**src/rtl/wbm_pkg.sv**
```systemverilog
package wbm_pkg;

   localparam int unsigned WSEL_W = 2;

   typedef enum logic [WSEL_W-1:0] {
      EW_8  = 2'b00,
      EW_16 = 2'b01,
      EW_32 = 2'b10,
      EW_64 = 2'b11
   } elem_w_e;

   localparam int unsigned NUM_WCODES = 2 ** WSEL_W;

endpackage

```
**src/rtl/pred_condition.sv**
```systemverilog
module pred_condition #(
   parameter int unsigned PRED_W = 8
) (
   input  logic [PRED_W-1:0] pred_raw,
   input  logic              invert,
   output logic [PRED_W-1:0] pred_eff
);

   for (genvar i = 0; i < PRED_W; i++) begin : g_bit
      assign pred_eff[i] = pred_raw[i] ^ invert;
   end

endmodule

```
**src/rtl/pred_expand.sv**
```systemverilog
module pred_expand
   import wbm_pkg::*;
#(
   parameter int unsigned NUM_BYTES = 8
) (
   input  elem_w_e              width,
   input  logic [NUM_BYTES-1:0] pred_eff,
   output logic [NUM_BYTES-1:0] byte_act
);

   for (genvar b = 0; b < NUM_BYTES; b++) begin : g_byte
      logic [NUM_WCODES-1:0] cand;
      for (genvar c = 0; c < NUM_WCODES; c++) begin : g_code
         localparam int unsigned ELEM_IDX = b >> c;
         assign cand[c] = pred_eff[ELEM_IDX];
      end
      assign byte_act[b] = cand[width];
   end

endmodule

```
**src/rtl/lane_gate.sv**
```systemverilog
module lane_gate #(
   parameter int unsigned NUM_BYTES = 8,
   localparam int unsigned DATA_W = NUM_BYTES * 8
) (
   input  logic                 valid,
   input  logic                 zero_mode,
   input  logic [NUM_BYTES-1:0] byte_act,
   input  logic [DATA_W-1:0]    data_in,
   output logic [DATA_W-1:0]    data_out,
   output logic [NUM_BYTES-1:0] we_out
);

   for (genvar b = 0; b < NUM_BYTES; b++) begin : g_lane
      logic clear_byte;
      assign clear_byte = zero_mode & ~byte_act[b];
      assign data_out[b*8 +: 8] = clear_byte ? 8'h00 : data_in[b*8 +: 8];
      assign we_out[b] = valid & (zero_mode | byte_act[b]);
   end

endmodule

```
**src/rtl/wb_pred_masker.sv**
```systemverilog
module wb_pred_masker
   import wbm_pkg::*;
#(
   parameter int unsigned DATA_W = 64,
   localparam int unsigned NUM_BYTES = DATA_W / 8,
   localparam int unsigned PRED_W = NUM_BYTES
) (
   input  logic                 clk,
   input  logic                 rst,
   input  logic                 wr_valid_i,
   input  logic [DATA_W-1:0]    data_i,
   input  logic [WSEL_W-1:0]    width_sel_i,
   input  logic [PRED_W-1:0]    pred_i,
   input  logic                 pred_inv_i,
   input  logic                 zero_mode_i,
   output logic [DATA_W-1:0]    wr_data_o,
   output logic [NUM_BYTES-1:0] byte_we_o
);

   if (DATA_W % 8 != 0) begin : g_bad_width
      $error("wb_pred_masker: DATA_W must be a whole number of bytes");
   end
   if ((NUM_BYTES & (NUM_BYTES - 1)) != 0 || NUM_BYTES == 0) begin : g_bad_lanes
      $error("wb_pred_masker: byte lane count must be a power of two");
   end

   elem_w_e              wsel;
   logic [PRED_W-1:0]    pred_eff;
   logic [NUM_BYTES-1:0] byte_act;
   logic [DATA_W-1:0]    nxt_data;
   logic [NUM_BYTES-1:0] nxt_we;

   assign wsel = elem_w_e'(width_sel_i);

   pred_condition #(.PRED_W(PRED_W)) u_cond (
      .pred_raw (pred_i),
      .invert   (pred_inv_i),
      .pred_eff (pred_eff)
   );

   pred_expand #(.NUM_BYTES(NUM_BYTES)) u_expand (
      .width    (wsel),
      .pred_eff (pred_eff),
      .byte_act (byte_act)
   );

   lane_gate #(.NUM_BYTES(NUM_BYTES)) u_gate (
      .valid     (wr_valid_i),
      .zero_mode (zero_mode_i),
      .byte_act  (byte_act),
      .data_in   (data_i),
      .data_out  (nxt_data),
      .we_out    (nxt_we)
   );

   always_ff @(posedge clk) begin
      if (rst) begin
         wr_data_o <= '0;
         byte_we_o <= '0;
      end else begin
         wr_data_o <= nxt_data;
         byte_we_o <= nxt_we;
      end
   end


   reset_clears_chk: assert property (@(posedge clk)
      $past(rst) |-> (wr_data_o == '0 && byte_we_o == '0));


   idle_no_enable_chk: assert property (@(posedge clk) disable iff (rst)
      (!$past(rst) && !$past(wr_valid_i)) |-> byte_we_o == '0);


   zero_mode_all_we_chk: assert property (@(posedge clk) disable iff (rst)
      (!$past(rst) && $past(wr_valid_i) && $past(zero_mode_i)) |-> &byte_we_o);

   // R7 (and R2: one-cycle latency on data)
   merge_data_pass_chk: assert property (@(posedge clk) disable iff (rst)
      (!$past(rst) && $past(wr_valid_i) && !$past(zero_mode_i))
      |-> wr_data_o == $past(data_i));


   byte_elem_we_chk: assert property (@(posedge clk) disable iff (rst)
      (!$past(rst) && $past(wr_valid_i) && !$past(zero_mode_i) && $past(width_sel_i) == 2'b00)
      |-> byte_we_o == ($past(pred_i) ^ {PRED_W{$past(pred_inv_i)}}));

   if (NUM_BYTES <= 8) begin : g_whole_word_chk

      whole_word_we_chk: assert property (@(posedge clk) disable iff (rst)
         (!$past(rst) && $past(wr_valid_i) && !$past(zero_mode_i) && $past(width_sel_i) == 2'b11)
         |-> ($countones(byte_we_o) == 0 || $countones(byte_we_o) == NUM_BYTES));
   end

endmodule

```
**config.mk**
```make
export PLATFORM = sky130hd
export DESIGN_NAME = wb_pred_masker
export DESIGN_NICKNAME = d
export VERILOG_FILES = /design/src/rtl/wbm_pkg.sv /design/src/rtl/pred_condition.sv /design/src/rtl/pred_expand.sv /design/src/rtl/lane_gate.sv /design/src/rtl/wb_pred_masker.sv
export SDC_FILE = /design/constraint.sdc
export NUM_CORES = 1
export LEC_CHECK = 0
export CORE_ASPECT_RATIO = 1.4
export CORE_MARGIN = 3
export CORE_UTILIZATION = 35
export DETAILED_ROUTE_END_ITERATION = 10
export PLACE_DENSITY_LB_ADDON = 0.2
export SLEW_MARGIN = 25
export SYNTH_ARGS = -nofsm -noshare
export SYNTH_HDL_FRONTEND = slang
export SYNTH_HIERARCHICAL = 1
export SYNTH_SLANG_ARGS = --single-unit
```
**constraint.sdc**
```tcl
create_clock -name clk -period 1.62 [get_ports clk]
set_clock_uncertainty 0.15 [all_clocks]
set_input_delay 0.162 -clock clk [delete_from_list [all_inputs] [get_ports clk]]
set_output_delay 0.162 -clock clk [all_outputs]
set_load 0.02 [all_outputs]
```
### Yosys cells after proc, flatten, opt, wreduce, memory -nomap -nowiden

Index checks and enable logic that the tools add are counted.

* bits of input ports: 79
* memories kept: 0
* memory bits (writable): 0
* bits in latches: 0
* logic and storage cells: 74
* bits in read-only memories: 0
* register bits: 72
* output and inout bits: 72

* bitwise operators: 40
* reduce and logical (&&, ||, !) cells: 8
* magnitude comparators: 1
* $mul: 0
* divide/modulo/power cells: 0
* equality and inequality tests: 0
* shifts and indexed selects: 0
* muxes and demuxes: 16
* add/sub/neg operators: 0

Operator list (number)
* bitwise AND 1 bit: 16
* binary-select mux 1 bit (select 2 bit): 8
* OR reduction 2 bit: 8
* two-way mux 1 bit: 8
* NOT 1 bit: 8
* bitwise OR 1 bit: 8
* bitwise XOR 1 bit: 8
* less-than comparator 2 x 3 -> 1 bit, second input constant: 1

### Depth between registers and ports, before layout

* depth in word-level cells: 6
* gate-level depth with buffers: 7
* depth with buffers taken out: 6

### Modules after synthesis

The synthesis kept the hierarchy.

By module, submodules not included
* wb_pred_masker: cells an instance 152, times used 1, sequential area each 1441.4 um^2, area an instance 1981.9 um^2
* lane_gate: cells an instance 82, times used 1, sequential area each 0.0 um^2, area an instance 521.8 um^2
* pred_expand: cells an instance 15, times used 1, sequential area each 0.0 um^2, area an instance 168.9 um^2
* pred_condition: cells an instance 9, times used 1, sequential area each 0.0 um^2, area an instance 81.3 um^2

### Least setup slack after synthesis

Ideal clock, no wire load.

* path kind: input-to-reg
* start point: input port pred_inv_i
* end point: register wr_data_o[61]
* library setup time: 0.114 ns
* path buffers: 1
* stages on the path: 6
* setup slack: -0.086 ns
* required time: 1.356 ns
* arrival time: 1.442 ns
* path through: buf_6 xor2_1 mux4_2 nand2b_1 and2_1 nor2b_1

* cells in the longest elaborated chain, start to end: 6
* elaborated cells on any way between the ends: 9
* those cells by class: mux (2); bitwise (6); reduce/logical (1)

RTL lines
* start: declaration: RTL line wb_pred_masker.sv:14 `input logic pred_inv_i,`
* bitwise XOR 1 bit: RTL line pred_condition.sv:10 `assign pred_eff[i] = pred_raw[i] ^ invert;`
* named net pred_eff[0]: RTL line wb_pred_masker.sv:28 `logic [PRED_W-1:0] pred_eff;`
* binary-select mux 1 bit (select 2 bit): RTL line pred_expand.sv:17 `assign byte_act[b] = cand[width];`
* two-way mux 1 bit (implied by the code): RTL line pred_expand.sv:17
* named net byte_act[7]: RTL line wb_pred_masker.sv:29 `logic [NUM_BYTES-1:0] byte_act;`
* NOT 1 bit: RTL line lane_gate.sv:15 `assign clear_byte = zero_mode & ~byte_act[b];`
* bitwise AND 1 bit: RTL line lane_gate.sv:15
* OR reduction 2 bit (no source line)
* end signal: assignment: RTL line wb_pred_masker.sv:61 `wr_data_o <= nxt_data;`
* end: declaration: RTL line wb_pred_masker.sv:16 `output logic [DATA_W-1:0] wr_data_o,`

The timed path passes the listed nets, and every way through them passes these cells. The select of a mux whose other input is x is not followed.
A chain may end at the register's enable or synchronous reset.

### Worst setup path after layout

* start point: input port pred_i[4]
* end point: register wr_data_o[32]

* cells in the longest elaborated chain, start to end: 6

RTL lines
* start: declaration: RTL line wb_pred_masker.sv:13 `input logic [PRED_W-1:0] pred_i,`
* bitwise XOR 1 bit: RTL line pred_condition.sv:10
* named net pred_eff[4]: RTL line wb_pred_masker.sv:28
* binary-select mux 1 bit (select 2 bit): RTL line pred_expand.sv:17
* two-way mux 1 bit (implied by the code): RTL line pred_expand.sv:17
* named net byte_act[4]: RTL line wb_pred_masker.sv:29
* NOT 1 bit: RTL line lane_gate.sv:15
* bitwise AND 1 bit: RTL line lane_gate.sv:15
* OR reduction 2 bit (no source line)

The timed path passes the listed nets, and every way through them passes these cells. The select of a mux whose other input is x is not followed.

==> reports/qor.yml <==
drt:
  dr.pass1.iters: 4
  vias: 2207
  drtIter0Drc: 37
  routed_wl_mm: 6.716
  vias_per_cell: 4.244
  routedWlPerCell_um: 12.92
  drc: 0
  ant_nets: 0
placed_design:
  place_inst: 503
  hpwl_mm: 4.944
  port_buffers: 150
  globalplace.congestion: 0.7370
sta:
  hold_violations: 0
  relSlewSlack_pct: 79.62
  period_share_pct: 98.59
  worst_pin_slew_ns: 0.3047
  finalSetupViolCount: 0
  timing.fmax_ghz: 0.6261
  slew_viol_final: 0
  finalCriticalPeriod_ns: 1.597
layout:
  layoutNonFillerInstCount: 520
  fill_cells: 659
  antenna_cells: 0
  synthToLayoutAreaGrowth_pct: 72.74
  drive_above_1_share_pct: 11.82
  fin_nets: 497
pwr:
  p_int_mw: 3.151
  p_leak_nw: 2.381
  switching_share_pct: 25.02
  p_per_area_mw_per_mm2: 883.3
  seqPwrFrac_pct: 45.5
  vdd_drop_max_uv: 519.4
  switchingPower_mw: 1.051
  p_total_mw: 4.202
  combPwrFrac_pct: 23.3
  power_frac_clock_pct: 31.2
synthesis:
  yosys_most_used_dff: "dfxtp_1"
  syn_nets: 337
  yosysMostFrequentCell: "nor2b_1"
  synth_cell_type_count: 13
  syn_avg_cell_area_um2: 10.67
  synth_area_leaders: "dfxtp_1 (52%), nor2b_1 (17%), and2_1 (15%), buf_6 (4.5%), mux4_2 (3.3%)"
  syn_area_mm2: 0.002754
  synth-edff-count: 0
  ys_ff_latch: 72
  synthArstFlopShare_pct: 0
  synth_top_area_share_pct: 52.34
  ys_seq_area_share_pct: 52.34
  yosysWarnings: 6
  synth_top_area_cell: "dfxtp_1"
  syn_inst: 258
  synthTopCellsByCount: "nor2b_1 (73), dfxtp_1 (72), and2_1 (64)"
hold_path:
  holdPathStages: 3
  hold_class: "input pin to flop"
  min-delay-start: "rst"
floorplanning:
  start_util_pct: 36.72
  fp.dieH_um: 111.0
  ios: 151
  dieArea_mm2: 0.008983
  num_rows: 37
  core_area_mm2: 0.007500
  die_x_um: 80.97
worst_setup_path:
  crit_type: "input pin to flop"
  crit_path_max_fanout: 8
  cp-end-kind: "flop"
  crit_arrival_ns: 1.67
  critPathRequiredTime_ns: 1.69
  worst_setup_path_start_kind: "input pin"
  startpoint: "pred_i[4]"
clocking:
  max-clock-path-buffers: 2
  htree_levels: 3
  numCtsBuffers: 9
  clkSinkCount: 72
  clkTransAtPathRegs_ns: 0.07
  tritoncts: "done"
  root_buffer: "clkbuf_8"
  ctsHoldBuffers: 0
global_routing:
  grt_use_total_pct: 15.43
  grt_pass1_wl_mm: 10.37
  grt_pass1_vias: 2117
  grt_overflow_total: 0
  antenna_found_initial: 0
  grt_max_degree: 73
flow_run:
  drv_cap: 0
status:
  outcome: "complete, no violations"
-- final timing paths --
| path | end | slack, ns |
|---|---|---|
| worst max-delay path | wr_data_o[32] | 0.02 |
| worst min-delay path | wr_data_o[15] | 0.14 |
-- placed cells by master, fill, tap and decap left out, types with 8 or more instances in the layout --
| cell | n |
|---|---|
| clkdlybuf4s50_1 | 103 |
| dfxtp_1 | 72 |
| buf_4 | 10 |
| dlymetal6s2s_1 | 37 |
| o21a_1 | 8 |
| clkbuf_8 | 12 |
| and2_1 | 59 |
| nor2b_1 | 73 |
| dlygate4sd2_1 | 8 |
-- cell families (layout without fill, tap and decap cells) --
logic type	count (synthesis)	in the layout	synth area share, %
and+or+nand+nor	148	148	33.53
AOI/OAI and AO/OA	11	11	2.726
DFF	72	72	52.34
muxes	5	5	3.680
buffers and inverters	14	179	5.179
xor gates and xnor gates	8	8	2.544
-- worst max-delay path, stage by stage --
cell	delay, ns
clkdlybuf4s50_1	0.41
xor2_1	0.15
mux4_2	0.47
nand2b_4	0.19
and2_1	0.17
nor2b_1	0.12
-- metal layers --
metal  wire length (um)  vias to the layer above  GRT usage [%]  part of all wire, %
met5                  0                        -              0                    0
met4                122                        0          8.117                  1.8
met3                550                        9          5.772                  8.2
met2               3582                       84          25.62                   53
met1               2460                     1007          16.59                   37
li1                   -                     1107              -                    -
-- area by class of cell --
| type | instances | area [um2] | share of cell area [%] |
|---|---|---|---|
| clock buffers | 14 | 172.7 | 3.630 |
| multi-input cells | 172 | 1300 | 27.33 |
| flip-flops and latches | 72 | 1441 | 30.30 |
| well taps | 97 | 121.4 | 2.551 |
| repair buffers | 163 | 1709 | 35.93 |
| clock inverters | 2 | 12.51 | 0.2630 |
-- sequential cells by signal (all words and copies together) (netlist names) --
register and count:
wr_data_o 64, byte_we_o 8
-- stage by stage --
step                instance area [um2]  setup WS, ns  hold WS, ns  util (%)  TNS (ns)
finish                             4757       0.02287       0.1426     63.43         0
global placement                   4412       -0.6021       0.5021     58.83    -35.84
CTS                                4629      0.001491       0.1316     61.73         0
global route                       4757      -0.01250       0.1400     63.43  -0.02439
detailed placement                 4412       -0.6846       0.5107     58.83    -38.20
floorplan                          2830       0.01291       0.2306         -         0
-- power by group through the flow --
stage               Sequential (mW)  Combinational [mW]  Clock (mW)
floorplan                      2.10               0.350           0
global placement               1.95               0.965           0
detailed placement             1.95               0.976           0
CTS                            1.91               0.986        1.36
global route                   1.92                1.06        1.45
finish                         1.91               0.980        1.31
-- repair_timing --
| action | CTS | global route |
|---|---|---|
| pin swaps | 1 | 0 |
| setup endpoints to repair | 62 | 91 |
| buffers inserted | 0 | 1 |
| gates resized for setup | 18 | 46 |
| cloned | 0 | 0 |
(Power assumes the default switching activity.)
